## src/rtl/wdg_pkg.sv

```systemverilog
package wdg_pkg;
    localparam int DATA_W = 32;
    localparam int CNT_W  = 2 * DATA_W;
    localparam int KEY_LSB = 16;
    localparam int EN_BIT  = 14;

    localparam logic [15:0] KEY_FIRST  = 16'hA5C6;
    localparam logic [15:0] KEY_SECOND = 16'hDA7E;
    localparam logic [3:0]  CFG_WD_READY = 4'hB;

    localparam logic [2:0] A_CNT_LO = 3'd0;
    localparam logic [2:0] A_CNT_HI = 3'd1;
    localparam logic [2:0] A_LIM_LO = 3'd2;
    localparam logic [2:0] A_LIM_HI = 3'd3;
    localparam logic [2:0] A_CFG    = 3'd4;
    localparam logic [2:0] A_CTL    = 3'd5;

    typedef enum logic [1:0] {
        WD_IDLE    = 2'd0,
        WD_PRE     = 2'd1,
        WD_ACTIVE  = 2'd2,
        WD_SERVICE = 2'd3
    } wd_state_e;

    typedef struct packed {
        logic cnt_lo;
        logic cnt_hi;
        logic lim_lo;
        logic lim_hi;
        logic cfg;
        logic ctl;
    } wr_sel_t;

    function automatic logic is_locked(wd_state_e s);
        return (s == WD_ACTIVE) || (s == WD_SERVICE);
    endfunction

    function automatic logic [DATA_W-1:0] ctl_word(logic en, wd_state_e s);
        return {16'h0000, 1'b0, en, s, 12'h000};
    endfunction
endpackage

```

## src/rtl/wdg_regs.sv

```systemverilog
module wdg_regs
    import wdg_pkg::*;
#(
    parameter int DW = DATA_W,
    parameter int CW = CNT_W
) (
    input  logic          clk,
    input  logic          rst,
    input  logic          bus_wr,
    input  logic [2:0]    bus_addr,
    input  logic [DW-1:0] bus_wdata,
    input  logic          locked,
    input  logic [CW-1:0] cnt,
    input  wd_state_e     state,
    input  logic          en,
    output wr_sel_t       sel,
    output logic [CW-1:0] lim,
    output logic          mode_ok,
    output logic [DW-1:0] rdata
);
    logic [3:0] cfg;

    always_comb begin
        sel = '0;
        if (bus_wr) begin
            unique case (bus_addr)
                A_CNT_LO: sel.cnt_lo = !locked;
                A_CNT_HI: sel.cnt_hi = !locked;
                A_LIM_LO: sel.lim_lo = !locked;
                A_LIM_HI: sel.lim_hi = !locked;
                A_CFG:    sel.cfg    = !locked;
                A_CTL:    sel.ctl    = 1'b1;
                default:  sel        = '0;
            endcase
        end
    end

    always_ff @(posedge clk) begin
        if (rst) begin
            lim <= '1;
            cfg <= '0;
        end else begin
            if (sel.lim_lo) lim[DW-1:0]  <= bus_wdata;
            if (sel.lim_hi) lim[CW-1:DW] <= bus_wdata;
            if (sel.cfg)    cfg          <= bus_wdata[3:0];
        end
    end

    assign mode_ok = (cfg == CFG_WD_READY);

    always_comb begin
        unique case (bus_addr)
            A_CNT_LO: rdata = cnt[DW-1:0];
            A_CNT_HI: rdata = cnt[CW-1:DW];
            A_LIM_LO: rdata = lim[DW-1:0];
            A_LIM_HI: rdata = lim[CW-1:DW];
            A_CFG:    rdata = {{(DW-4){1'b0}}, cfg};
            A_CTL:    rdata = ctl_word(en, state);
            default:  rdata = '0;
        endcase
    end


    cfg_lock_chk: assert property (@(posedge clk) disable iff (rst)
        locked |=> $stable(cfg) && $stable(lim));
endmodule

```

## src/rtl/wdg_count64.sv

```systemverilog
module wdg_count64
    import wdg_pkg::*;
#(
    parameter int DW = DATA_W,
    parameter int CW = CNT_W
) (
    input  logic          clk,
    input  logic          rst,
    input  logic          run,
    input  logic          ld_lo,
    input  logic          ld_hi,
    input  logic [DW-1:0] wdata,
    input  logic          clr,
    input  logic [CW-1:0] lim,
    output logic [CW-1:0] cnt,
    output logic          hit
);
    assign hit = run && (cnt == lim);

    always_ff @(posedge clk) begin
        if (rst || clr) begin
            cnt <= '0;
        end else if (ld_lo || ld_hi) begin
            if (ld_lo) cnt[DW-1:0]  <= wdata;
            if (ld_hi) cnt[CW-1:DW] <= wdata;
        end else if (run) begin
            cnt <= hit ? '0 : cnt + 1'b1;
        end
    end


    clr_zero_chk: assert property (@(posedge clk) disable iff (rst)
        clr |=> (cnt == '0));

    step_chk: assert property (@(posedge clk) disable iff (rst)
        (run && !clr && !ld_lo && !ld_hi && !hit) |=> (cnt == $past(cnt) + 1'b1));
endmodule

```

## src/rtl/wdg_keyfsm.sv

```systemverilog
module wdg_keyfsm
    import wdg_pkg::*;
(
    input  logic        clk,
    input  logic        rst,
    input  logic        ctl_we,
    input  logic [15:0] key,
    input  logic        en_bit,
    input  logic        mode_ok,
    input  logic        hit,
    output wd_state_e   state,
    output logic        en,
    output logic        rst_req,
    output logic        clr
);
    wd_state_e state_n;
    logic      en_n;
    logic      fire;
    logic      svc_done;

    always_comb begin
        state_n  = state;
        en_n     = en;
        fire     = 1'b0;
        svc_done = 1'b0;
        unique case (state)
            WD_IDLE: if (ctl_we) begin
                en_n = en_bit;
                if (en_bit && key == KEY_FIRST && mode_ok) state_n = WD_PRE;
            end
            WD_PRE: if (ctl_we) begin
                en_n = en_bit;
                if (!en_bit)                state_n = WD_IDLE;
                else if (key == KEY_SECOND) state_n = WD_ACTIVE;
            end
            WD_ACTIVE: begin
                if (hit)                                fire = 1'b1;
                else if (ctl_we && key == KEY_FIRST)    state_n = WD_SERVICE;
                else if (ctl_we)                        fire = 1'b1;
            end
            WD_SERVICE: begin
                if (hit)                                fire = 1'b1;
                else if (ctl_we && key == KEY_SECOND) begin
                    state_n  = WD_ACTIVE;
                    svc_done = 1'b1;
                end else if (ctl_we)                    fire = 1'b1;
            end
            default: state_n = WD_IDLE;
        endcase
        if (fire) begin
            state_n = WD_IDLE;
            en_n    = 1'b0;
        end
    end

    assign clr = fire || svc_done;

    always_ff @(posedge clk) begin
        if (rst) begin
            state   <= WD_IDLE;
            en      <= 1'b0;
            rst_req <= 1'b0;
        end else begin
            state   <= state_n;
            en      <= en_n;
            rst_req <= fire;
        end
    end


    pulse_once_chk: assert property (@(posedge clk) disable iff (rst)
        rst_req |=> !rst_req);

    back_idle_chk: assert property (@(posedge clk) disable iff (rst)
        rst_req |-> (state == WD_IDLE) && !en);

    en_locked_chk: assert property (@(posedge clk) disable iff (rst)
        is_locked(state) |-> en);

    active_entry_chk: assert property (@(posedge clk) disable iff (rst)
        (state == WD_ACTIVE && !is_locked($past(state))) |-> ($past(state) == WD_PRE));
endmodule

```

## src/rtl/wdg_keyed_top.sv

```systemverilog
module wdg_keyed_top
    import wdg_pkg::*;
#(
    parameter int DW = DATA_W,
    parameter int CW = CNT_W
) (
    input  logic          clk,
    input  logic          rst,
    input  logic          bus_wr,
    input  logic [2:0]    bus_addr,
    input  logic [DW-1:0] bus_wdata,
    output logic [DW-1:0] bus_rdata,
    output logic          wd_rst_req
);
    wr_sel_t       sel;
    logic [CW-1:0] lim;
    logic [CW-1:0] cnt;
    logic          mode_ok;
    logic          hit;
    logic          clr;
    logic          en;
    wd_state_e     state;

    wdg_regs #(.DW(DW), .CW(CW)) u_regs (
        .clk(clk), .rst(rst), .bus_wr(bus_wr), .bus_addr(bus_addr),
        .bus_wdata(bus_wdata), .locked(is_locked(state)), .cnt(cnt),
        .state(state), .en(en), .sel(sel), .lim(lim), .mode_ok(mode_ok),
        .rdata(bus_rdata)
    );

    wdg_count64 #(.DW(DW), .CW(CW)) u_cnt (
        .clk(clk), .rst(rst), .run(mode_ok), .ld_lo(sel.cnt_lo),
        .ld_hi(sel.cnt_hi), .wdata(bus_wdata), .clr(clr), .lim(lim),
        .cnt(cnt), .hit(hit)
    );

    wdg_keyfsm u_fsm (
        .clk(clk), .rst(rst), .ctl_we(sel.ctl),
        .key(bus_wdata[KEY_LSB +: 16]), .en_bit(bus_wdata[EN_BIT]),
        .mode_ok(mode_ok), .hit(hit), .state(state), .en(en),
        .rst_req(wd_rst_req), .clr(clr)
    );


    bad_key_chk: assert property (@(posedge clk) disable iff (rst)
        (state == WD_ACTIVE && sel.ctl && bus_wdata[KEY_LSB +: 16] != KEY_FIRST) |=> wd_rst_req);
endmodule

```

## config.mk

```make
export PLATFORM = sky130hd
export DESIGN_NAME = wdg_keyed_top
export DESIGN_NICKNAME = d
export VERILOG_FILES = /design/src/rtl/wdg_pkg.sv /design/src/rtl/wdg_regs.sv /design/src/rtl/wdg_count64.sv /design/src/rtl/wdg_keyfsm.sv /design/src/rtl/wdg_keyed_top.sv
export SDC_FILE = /design/constraint.sdc
export NUM_CORES = 1
export LEC_CHECK = 0
export BUFFER_PORTS_ARGS = -buffer_cell sky130_fd_sc_hd__buf_2
export CAP_MARGIN = 40
export CORE_ASPECT_RATIO = 1.1
export CORE_MARGIN = 3
export CORE_UTILIZATION = 40
export DETAILED_ROUTE_END_ITERATION = 12
export GPL_ROUTABILITY_DRIVEN = 0
export GPL_TIMING_DRIVEN = 0
export PLACE_DENSITY = 0.6
export SYNTH_ARGS = -nofsm -noshare
export SYNTH_HDL_FRONTEND = slang
export SYNTH_SLANG_ARGS = --single-unit
```

## constraint.sdc

```tcl
create_clock -name clk -period 3.14 [get_ports clk]
set_input_delay 0 -clock clk [delete_from_list [all_inputs] [get_ports clk]]
set_output_delay 0 -clock clk [all_outputs]
set_load 0.1 [all_outputs]
```

==> summary.txt, run 1 <==
Outcome
  • Status: complete, no violations

Yosys
  • Syn Nets: 1,272
  • Yosys top cell area share: 0.290
  • YS warnings: 0
  • Post-Syn Area: 9370 µm²
  • Sequential share of the synthesized area: 0.290
  • Synthesized flop and latch total: 136
  • Cell taking the most area after synthesis: dfxtp_1
  • Area contributors post-synth: dfxtp_1 (29%), nand2_1 (6.7%), xor2_1 (5.0%)
  • Average cell area after synthesis: 7.60 µm²
  • Synthesized instance count: 1,233
  • Post-synth EDFFs: 0
  • Synth cell types: 70
  • Async set or reset register ratio after synthesis: 0
  • Top FF cell, synth: dfxtp_1

Global route
  • First-pass GRT wire length: 62,500 µm
  • Vias in the first global route: 10,400
  • Largest net degree at the start of global routing: 17
  • Initial antenna violation count: 0
  • Overall routing resource usage: 0.317
  • Total gr overflow: 0

Final layout
  • Ant. Diodes: 0
  • Most common cell after layout, fill and taps aside: nand2_1
  • Fillers: 2,375
  • # nets final: 1,392
  • Area growth, synth to finish: 17.6%
  • Most frequent cells in the layout: nand2_1 (168), dfxtp_1 (135), buf_2 (111), nand3_1 (80), clkbuf_1 (64)
  • Multi-input logic area: 5860 µm²
  • Share of post-route cells with drive strength above 1: 0.157
  • Sequential Area: 2720 µm²
  • Layout Cells excl Fill: 1,665

Critical path
  • Cells on worst reg2reg path: 10
  • Crit path required time: 3.46 ns
  • WS Path Type: reg2reg
  • RR Endpoint: u_cnt.cnt[2]
  • Setup crit end kind: register
  • Worst R2R Start: u_cnt.cnt[15]
  • Critical Path Source Type: register
  • CP arrival: 3.45 ns
  • R2r setup slk: 0.005 ns
  • Crit-path max FO: 10

Floorplan
  • Die Wd: 152 µm
  • Core Area: 22,900 µm²
  • Die area: 25,300 µm²
  • Row Count: 58
  • Io pins: 71
  • Initial Utilization: 0.409
  • DIE HEIGHT: 167 µm

Min path
  • Hold EP: u_fsm.rst_req
  • Worst Hold Class: in2reg
  • Hold depth: 3
  • Worst hold start: rst

STA
  • Final hold vios: 0
  • Fmax: 319 MHz
  • Skew final: 0.0116 ns
  • Setup violations, final: 0
  • Tmin final: 3.13 ns
  • Relative slew slack: 0.396
  • Unrepaired setup endpoints after global routing: no
  • Slew Limit Fails: 0
  • Worst slew pin tran: 0.901 ns
  • Hold_ws: 0.0719 ns
  • Crit share post-route: 0.998

Power
  • Flop pwr share: 0.343
  • Combinational power share: 0.319
  • Sw frac: 0.402
  • Peak VDD IR: 0.428 mV
  • Internal power: 3590 µW
  • Clock share of power: 0.338
  • Leak pwr: 0.00425 µW
  • Switch Pwr: 2410 µW
  • Pwr dens: 544 nW/µm²
  • Tot Pwr: 6000 µW

Clocking
  • Clk root buf: clkbuf_16
  • CTS clk-pin slew, worst paths: 0.07 ns
  • CTS sink count: 136
  • CTS tree: built
  • Clock latency on the worst-skew pair: 0.45 ns
  • Num CTS Buffers: 17
  • # H-tree levels: 4
  • Clock buffer depth: 2

Place
  • DP HPWL: 30,800 µm
  • Inst Count DP: 1,602
  • IO Port Bufs: 69

Drt
  • Starting DRC count in detailed routing: 1,363
  • Routed wire per std cell: 24.6 µm
  • Routed Antenna Nets: 0
  • DRC: 0
  • Via count: 10,600
  • Final wirelength: 41,000 µm
  • Drt pass-1 iters: 8
  • Vias/cell: 6.37

Flow run
  • Max Cap Viol: 0
[stage by stage]
stage / setup slack (ns) / cell area, µm² / utilization / setup TNS, ns
2_1_floorplan: 0.866 / 9370 / - / 0
3_3_place_gp: -0.119 / 10100 / 0.440 / -2.75
3_5_place_dp: -0.104 / 10100 / 0.440 / -2.59
4_1_cts: 0.0360 / 11000 / 0.479 / 0
5_1_grt: 0.0119 / 11000 / 0.481 / 0
6_report: 0.00535 / 11000 / 0.481 / 0
[sequential cells by signal, indices dropped and copies added (netlist names)]
signal,flops
u_regs.cfg,4
u_fsm.en,1
u_regs.lim,64
u_fsm.rst_req,1
u_cnt.cnt,64
u_fsm.state,2
[per-layer routing]
| layer | GRT usage | vias up | wire (µm) |
|---|---|---|---|
| li1 | - | 4760 | - |
| met1 | 0.410 | 5005 | 16200 |
| met2 | 0.495 | 688 | 18000 |
| met3 | 0.0585 | 150 | 4360 |
| met4 | 0.183 | 0 | 2460 |
| met5 | 0 | - | 0 |
[what timing repair did]
item                                    4_1_cts  5_1_grt
gates resized for setup                       1       11
pin swaps                                     0        1
hold buffers                                 32        0
endpoints found under the hold margin        90        0
setup buffers                                 0        3
endpoints found under the setup margin       60       61
[power groups by stage]
stage / Clock [µW] / Combinational [µW] / Sequential [µW]
after floorplan: 0 / 1340 / 2030
after global placement: 0 / 1810 / 2070
after detailed placement: 0 / 1830 / 2080
after CTS: 2020 / 1870 / 2040
after global routing: 2080 / 2010 / 2080
final: 2030 / 1910 / 2060
[cells by family (layout without fill, tap and decap cells)]
group / Yosys count / after routing / share of synthesized area
and+or+nand+nor: 615 / 615 / 0.358
xor gates and xnor gates: 64 / 64 / 0.0598
adders and majority gates: 1 / 1 / 0.00133
DFF: 136 / 136 / 0.290
buffers and inverters: 149 / 281 / 0.0858
muxes: 18 / 18 / 0.0199
AOI/OAI and AO/OA: 250 / 250 / 0.185
[how the worst max path moves through the flow]
stage	endpoint	depth (start not counted)	startpoint
floorplan	bus_rdata[0]	6	bus_addr[2]
global placement	u_cnt.cnt[14]	9	u_cnt.cnt[38]
detailed placement	u_cnt.cnt[14]	8	u_regs.cfg[2]
CTS	u_cnt.cnt[53]	8	u_fsm.state[1]
global route	u_cnt.cnt[2]	10	u_cnt.cnt[55]
finish	u_cnt.cnt[2]	10	u_cnt.cnt[15]
[cell type report]
cell class,instances,area share
plain buffers,143,0.0716
flip-flops and latches,136,0.247
repair buffers,104,0.0635
clock inverters,14,0.0126
multi-input cells,948,0.532
well taps,300,0.0340
inverters,3,0.00102
clock buffers,17,0.0386
[critical path, cell delays in order (launching register included)]
cell	delay [ns]
dfxtp_1	0.31
buf_6	0.14
xor2_1	0.18
nor4_1	0.65
nand3_1	0.14
nor3_1	0.26
nand4_2	0.30
buf_2	0.30
clkbuf_1	0.36
o211ai_1	0.24
a31oi_1	0.11
[synth_stat cells, types with 13 or more instances]
| master | n |
|---|---|
| a31oi_1 | 57 |
| clkbuf_1 | 70 |
| nand2_1 | 168 |
| and3_1 | 31 |
| a21oi_1 | 51 |
| nor2_1 | 58 |
| nor4_1 | 41 |
| nand3b_1 | 40 |
| mux2i_1 | 13 |
| nand4_1 | 54 |
| nand3_1 | 80 |
| dfxtp_1 | 136 |
| buf_2 | 42 |
| nor2b_1 | 41 |
| a22oi_1 | 62 |
| a211o_1 | 34 |
| nor3_1 | 39 |
| xor2_1 | 54 |
No activity file was read; power rests on OpenSTA's default activity.
==> run 2, diff against run 1 <==
--- a/config.mk
+++ b/config.mk
@@ -10,6 +10,7 @@
 export CORE_ASPECT_RATIO = 1.1
 export CORE_MARGIN = 3
 export CORE_UTILIZATION = 40
+export CTS_BUF_LIST = sky130_fd_sc_hd__clkbuf_8
 export DETAILED_ROUTE_END_ITERATION = 12
 export GPL_ROUTABILITY_DRIVEN = 0
 export GPL_TIMING_DRIVEN = 0
==> run 2 against run 1 <==
Against the previous run: sequential power about the same; non-clock buffer count grew 1; critical endpoint unchanged; hold slack worse by 0.028 ns.
==> summary.txt, run 2 (synthesis results as in run 1) <==
Final layout
  • Ant. Diodes: 0 (unchanged)
  • Sequential Area: 2720 µm² (unchanged)
  • Most common cell after layout, fill and taps aside: nand2_1
  • Share of post-route cells with drive strength above 1: 0.157 (about the same)
  • Area growth, synth to finish: 15.6%
  • Multi-input logic area: 5860 µm² (unchanged)
  • Largest registers: u_cnt.cnt (64), u_regs.lim (64), u_regs.cfg (4)
  • Fillers: 2,411 (+1.5%)
  • Most frequent cells in the layout: nand2_1 (168), dfxtp_1 (135), buf_2 (111), nand3_1 (80), clkbuf_1 (65)
  • Layout Cells excl Fill: 1,666 (+0.060%)
  • # nets final: 1,393 (+0.072%)

Global route
  • Initial antenna violation count: 0 (unchanged)
  • Largest net degree at the start of global routing: 17 (unchanged)
  • Overall routing resource usage: 0.315 (-0.00158)
  • Vias in the first global route: 10,400 (+0.17%)
  • First-pass GRT wire length: 62,400 µm (-0.17%)
  • Total gr overflow: 0 (unchanged)

Clocking
  • Clk root buf: clkbuf_8
  • # H-tree levels: 4 (unchanged)
  • CTS tree: built
  • Clock latency on the worst-skew pair: 0.48 ns (+0.03 ns)
  • CTS clk-pin slew, worst paths: 0.09 ns (+0.02 ns)
  • Num CTS Buffers: 17 (unchanged)
  • CTS sink count: 136 (unchanged)
  • Clock buffer depth: 2 (unchanged)

Drt
  • DRC: 0 (unchanged)
  • Routed Antenna Nets: 0 (unchanged)
  • Routed wire per std cell: 24.6 µm (-0.15%)
  • Vias/cell: 6.39 (+0.40%)
  • Via count: 10,700 (+0.46%)
  • Final wirelength: 41,000 µm (about the same)
  • Starting DRC count in detailed routing: 1,432 (+5.1%)
  • Drt pass-1 iters: 7 (-1)

Power
  • Leak pwr: 0.00416 µW (-2.0%)
  • Flop pwr share: 0.377 (+0.034)
  • Sw frac: 0.428 (+0.0257)
  • Combinational power share: 0.351 (+0.032)
  • Internal power: 3120 µW (-13%)
  • Switch Pwr: 2330 µW (-3.3%)
  • Clock share of power: 0.272 (-0.066)
  • Pwr dens: 503 nW/µm² (-7.5%)
  • Peak VDD IR: 0.269 mV (-37%)

Floorplan
  • Die area: 25,300 µm² (unchanged)
  • DIE HEIGHT: 167 µm (unchanged)
  • Io pins: 71 (unchanged)
  • Core Area: 22,900 µm² (unchanged)
  • Row Count: 58 (unchanged)
  • Initial Utilization: 0.409 (unchanged)
  • Die Wd: 152 µm (unchanged)

STA
  • Fin worst setup slack: 0.0222 ns (+0.0168 ns)
  • Fmax: 321 MHz (+0.54%)
  • Relative slew slack: 0.418 (+0.0216)
  • Tmin final: 3.12 ns (-0.0168 ns)
  • Hold_ws: 0.0440 ns (-0.0279 ns)
  • Slew Limit Fails: 0 (unchanged)
  • Skew final: 0.0119 ns (+0.000273 ns)
  • Unrepaired setup endpoints after global routing: no
  • Crit share post-route: 0.993 (-0.00536)
  • Setup violations, final: 0 (unchanged)
  • Final hold vios: 0 (unchanged)
  • Worst slew pin tran: 0.869 ns (-0.0323 ns)

Flow run
  • Max Cap Viol: 0 (unchanged)

Min path
  • Worst Hold Class: in2reg

Place
  • DP HPWL: 30,800 µm (unchanged)
  • IO Port Bufs: 69 (unchanged)
  • Setup slack at placement: -0.104 ns (unchanged)
  • Inst Count DP: 1,602 (unchanged)

Critical path
  • RR Endpoint: u_cnt.cnt[2]
  • R2r setup slk: 0.02 ns (+0.02 ns)
  • Crit path required time: 3.49 ns (+0.03 ns)
  • Setup crit end kind: register
  • WS Path Type: reg2reg
  • Worst R2R Start: u_cnt.cnt[15]
  • Critical Path Source Type: register
  • Cells on worst reg2reg path: 10 (unchanged)
  • Critical Path Start: u_cnt.cnt[15]
  • CP arrival: 3.47 ns (+0.02 ns)
  • Crit path capture: u_cnt.cnt[2]
  • Crit-path max FO: 10 (unchanged)

Outcome
  • Status: complete, no violations
-- run 2: critical path, cell delays in order, from the launching register on --
cell and delay (ns):
dfxtp_1 0.32, buf_6 0.14, xor2_1 0.18, nor4_1 0.62
nand3_1 0.14, nor3_1 0.26, nand4_2 0.31, buf_2 0.30
clkbuf_1 0.37, o211ai_1 0.24, a31oi_1 0.10
-- run 2: area by class of cell --
class / instances / share of cell area
timing repair buffer: 104 / 0.0646
inverter: 3 / 0.00104
clock inverter: 14 / 0.0128
tap: 300 / 0.0346
multi-input combinational: 948 / 0.541
clock buffer: 17 / 0.0216
buffer: 144 / 0.0732
sequential: 136 / 0.251
-- run 2: through the flow --
| step | util | cell area, µm² | TNS (ns) | power (µW) |
|---|---|---|---|---|
| global route | 0.473 | 10800 | 0 | 5640 |
| floorplan | - | 9370 | 0 | 3370 |
| detailed placement | 0.440 | 10100 | -2.59 | 3900 |
| CTS | 0.471 | 10800 | 0 | 5380 |
| global placement | 0.440 | 10100 | -2.75 | 3890 |
| finish | 0.473 | 10800 | 0 | 5450 |
-- run 2: worst min path at each step --
stage / from / endpoint / slack [ns] / cells past startpoint
after floorplan: bus_wdata[0] / u_regs.lim[0] / 0.12 / 1
after global placement: bus_wdata[7] / u_regs.lim[7] / 0.27 / 2
after detailed placement: bus_wdata[7] / u_regs.lim[7] / 0.28 / 2
after CTS: rst / u_fsm.rst_req / 0.05 / 3
after global routing: rst / u_fsm.rst_req / 0.1 / 3
final: rst / u_fsm.rst_req / 0.04 / 3
-- run 2: metal layers --
| metal | GRT usage | routed length [µm] | up-vias |
|---|---|---|---|
| met5 | 0 | 0 | - |
| met4 | 0.188 | 2600 | 0 |
| met3 | 0.0494 | 4270 | 153 |
| met2 | 0.491 | 17900 | 687 |
| met1 | 0.413 | 16300 | 5048 |
| li1 | - | - | 4764 |
-- run 2: what timing repair did --
| item | 4_1_cts | 5_1_grt |
|---|---|---|
| setup buffers | 0 | 3 |
| setup endpoints to repair | 60 | 61 |
| endpoints found under the hold margin | 94 | 0 |
| pin swaps | 0 | 1 |
| gates resized for setup | 1 | 11 |
| hold buffers | 32 | 0 |
-- run 2: power by group through the flow --
| stage | clock (µW) | combinational [µW] | sequential [µW] |
|---|---|---|---|
| floorplan | 0 | 1340 | 2030 |
| global placement | 0 | 1810 | 2070 |
| detailed placement | 0 | 1830 | 2080 |
| CTS | 1480 | 1870 | 2040 |
| global route | 1550 | 2010 | 2080 |
| finish | 1480 | 1910 | 2060 |
==> run 3, diff against run 2 <==
--- a/config.mk
+++ b/config.mk
@@ -8,9 +8,8 @@
 export BUFFER_PORTS_ARGS = -buffer_cell sky130_fd_sc_hd__buf_2
 export CAP_MARGIN = 40
 export CORE_ASPECT_RATIO = 1.1
-export CORE_MARGIN = 3
 export CORE_UTILIZATION = 40
-export CTS_BUF_LIST = sky130_fd_sc_hd__clkbuf_8
+export CTS_BUF_LIST = sky130_fd_sc_hd__clkbuf_4
 export DETAILED_ROUTE_END_ITERATION = 12
 export GPL_ROUTABILITY_DRIVEN = 0
 export GPL_TIMING_DRIVEN = 0
==> run 3 against run 2 <==
Against the previous run: worst setup slack better by 0.014 ns; die area down 5.0%; register-to-register slack about the same; non-clock buffer count up 6; global-route usage up 2.3 points; final area down 0.28%; critical path type unchanged; largest power group unchanged.
==> summary.txt, run 3 (synthesis results as in run 1) <==
Clocking
  • CTS sink count: 136 (unchanged)
  • Clock buffer depth: 2 (unchanged)
  • CTS tree: built
  • CTS clk-pin slew, worst paths: 0.16 ns (+0.07 ns)
  • Num CTS Buffers: 17 (unchanged)
  • Clk root buf: clkbuf_4
  • Clock latency on the worst-skew pair: 0.61 ns (+0.13 ns)
  • # H-tree levels: 4 (unchanged)

Min path
  • Worst hold start: bus_addr[0]
  • Hold depth: 5 (+2)
  • Worst Hold Class: in2reg
  • Hold EP: u_fsm.en

Critical path
  • WP buf/inv: 4 (+1)
  • CP top delay family: simple AND/OR/NAND/NOR gates
  • RR Endpoint: u_cnt.cnt[14]
  • Critical Path Source Type: register
  • Crit path required time: 3.59 ns (+0.10 ns)
  • Setup crit end kind: register
  • R2r setup slk: 0.04 ns (about the same)
  • Cells on worst reg2reg path: 11 (+1)
  • Slowest stage cell, crit path: nor4_2
  • Critical path cell sequence: clkbuf_1 -> xor2_1 -> nor4_2 -> nand4_1 -> nor3_1 -> nand4_2 -> buf_4 -> a31oi_4 -> buf_12 -> buf_2 -> a31oi_1
  • Crit path largest cell delay: 0.45 ns (-0.17 ns)
  • WS Path Type: reg2reg
  • CP arrival: 3.55 ns (+0.08 ns)
  • Crit-path max FO: 10 (unchanged)
  • Worst R2R Start: u_cnt.cnt[38]

Final layout
  • Most frequent cells in the layout: nand2_1 (168), dfxtp_1 (136), buf_2 (112), nand3_1 (80), clkbuf_1 (66)
  • Multi-input logic area: 5860 µm² (about the same)
  • Sequential Area: 2720 µm² (about the same)
  • Share of post-route cells with drive strength above 1: 0.159 (+0.00211)
  • Fillers: 2,455 (+1.8%)
  • Area growth, synth to finish: 15.3%
  • Fin area: 10,800 µm² (-0.28%)
  • # nets final: 1,399 (+0.43%)
  • Most common cell after layout, fill and taps aside: nand2_1
  • Largest registers: u_cnt.cnt (64), u_regs.lim (64), u_regs.cfg (4)

STA
  • Tmin final: 3.10 ns (-0.0136 ns)
  • Fin worst setup slack: 0.0358 ns (+0.0136 ns)
  • Setup violations, final: 0 (unchanged)
  • Fin Setup TNS: 0 ns (unchanged)
  • Crit share post-route: 0.989 (-0.00432)
  • Final hold vios: 0 (unchanged)
  • Worst slew pin tran: 0.877 ns (+0.00816 ns)
  • Relative slew slack: 0.412 (-0.00547)
  • Slew Limit Fails: 0 (unchanged)
  • Fmax: 322 MHz (+0.44%)
  • Skew final: 0.0247 ns (+0.0129 ns)

Global route
  • Initial antenna violation count: 1 (+1)
  • First-pass GRT wire length: 60,300 µm (-3.3%)
  • Total gr overflow: 0 (unchanged)
  • Overall routing resource usage: 0.338 (+0.0226)
  • Vias in the first global route: 9,864 (-5.1%)
  • Largest net degree at the start of global routing: 17 (unchanged)

Drt
  • Vias/cell: 6.40 (about the same)
  • Routed Antenna Nets: 0 (unchanged)
  • DRC: 0 (unchanged)
  • Routed wire per std cell: 24.3 µm (-1.4%)
  • Via count: 10,700 (+0.57%)
  • Final wirelength: 40,600 µm (-0.90%)
  • Drt pass-1 iters: 5 (-2)
  • Starting DRC count in detailed routing: 1,283 (-10%)

Floorplan
  • Row Count: 58 (unchanged)
  • DIE HEIGHT: 163 µm (-2.4%)
  • Die area: 24,100 µm² (-5.0%)
  • Core Area: 22,900 µm² (unchanged)
  • Initial Utilization: 0.409 (unchanged)
  • Io pins: 71 (unchanged)
  • Die Wd: 148 µm (-2.6%)

Outcome
  • Status: complete, no violations

Place
  • Placed Instance Area: 10,100 µm² (unchanged)
  • IO Port Bufs: 69 (unchanged)
  • DP HPWL: 30,400 µm (-1.4%)
  • Setup slack at placement: -0.121 ns (-0.0170 ns)

Power
  • Pwr dens: 490 nW/µm² (-2.6%)
  • Tot Pwr: 5300 µW (-2.8%)
  • Leak pwr: 0.00417 µW (about the same)
  • Peak VDD IR: 0.244 mV (-9.4%)

Flow run
  • Max Cap Viol: 0 (unchanged)
-- run 3: cell count changes in the layout (fill, tap and decap cells not counted), sizes merged --
| cell | delta |
|---|---|
| bufinv | +1 |
| diode | +1 |
| buf | +1 |
| clkbuf | +3 |
| clkinvlp | -2 |
| inv | +1 |
| dlygate4sd3 | +3 |
-- run 3: tightest hold or removal path: stages --
cell,delay (ns)
buf_2,0.14
and2_1,0.19
nand2_1,0.09
mux2i_1,0.07
nor3_1,0.11
-- run 3: where the power goes --
part | switching, µW | total [µW] | internal, µW
clock network | 820 | 1320 | 503
registers | 148 | 2050 | 1900
logic | 1340 | 1930 | 586
-- run 3: routing by layer --
| layer | up-vias | GRT usage | share of wire |
|---|---|---|---|
| li1 | 4791 | - | - |
| met1 | 5061 | 0.438 | 0.40 |
| met2 | 700 | 0.519 | 0.44 |
| met3 | 161 | 0.0597 | 0.10 |
| met4 | 0 | 0.209 | 0.060 |
| met5 | - | 0 | 0 |
-- run 3: stage by stage --
step,cells,util,hold slack (ns)
floorplan,1233,-,0.118
global placement,1602,0.440,0.273
detailed placement,1602,0.440,0.289
CTS,1669,0.469,0.00694
global route,1674,0.471,0.0657
finish,1674,0.471,0.0260
-- run 3: worst max-delay path by stage --
stage | start | endpoint | slack (ns) | cells after the start
global placement | u_cnt.cnt[38] | u_cnt.cnt[14] | -0.11 | 9
detailed placement | u_cnt.cnt[38] | u_cnt.cnt[14] | -0.12 | 9
floorplan | bus_addr[2] | bus_rdata[0] | 0.87 | 6
finish | u_cnt.cnt[38] | u_cnt.cnt[14] | 0.04 | 11
CTS | u_fsm.state[1] | u_cnt.cnt[54] | 0.01 | 8
global route | u_cnt.cnt[38] | u_cnt.cnt[14] | -0.007 | 11
-- run 3: area by class of cell --
class	instances	share of cell area
multi-input combinational	948	0.542
clock inverter	14	0.0149
buffer	146	0.0743
timing repair buffer	108	0.0683
tap	300	0.0347
antenna	1	0.000232
sequential	136	0.252
clock buffer	18	0.0125
inverter	3	0.00104
-- run 3: what timing repair did --
action                                  in CTS  in global routing
pin swaps                                    1                  1
endpoints found under the hold margin      133                  0
endpoints found under the setup margin      59                 60
setup buffers                                0                  4
gates resized for setup                      3                 11
hold buffers                                35                  0
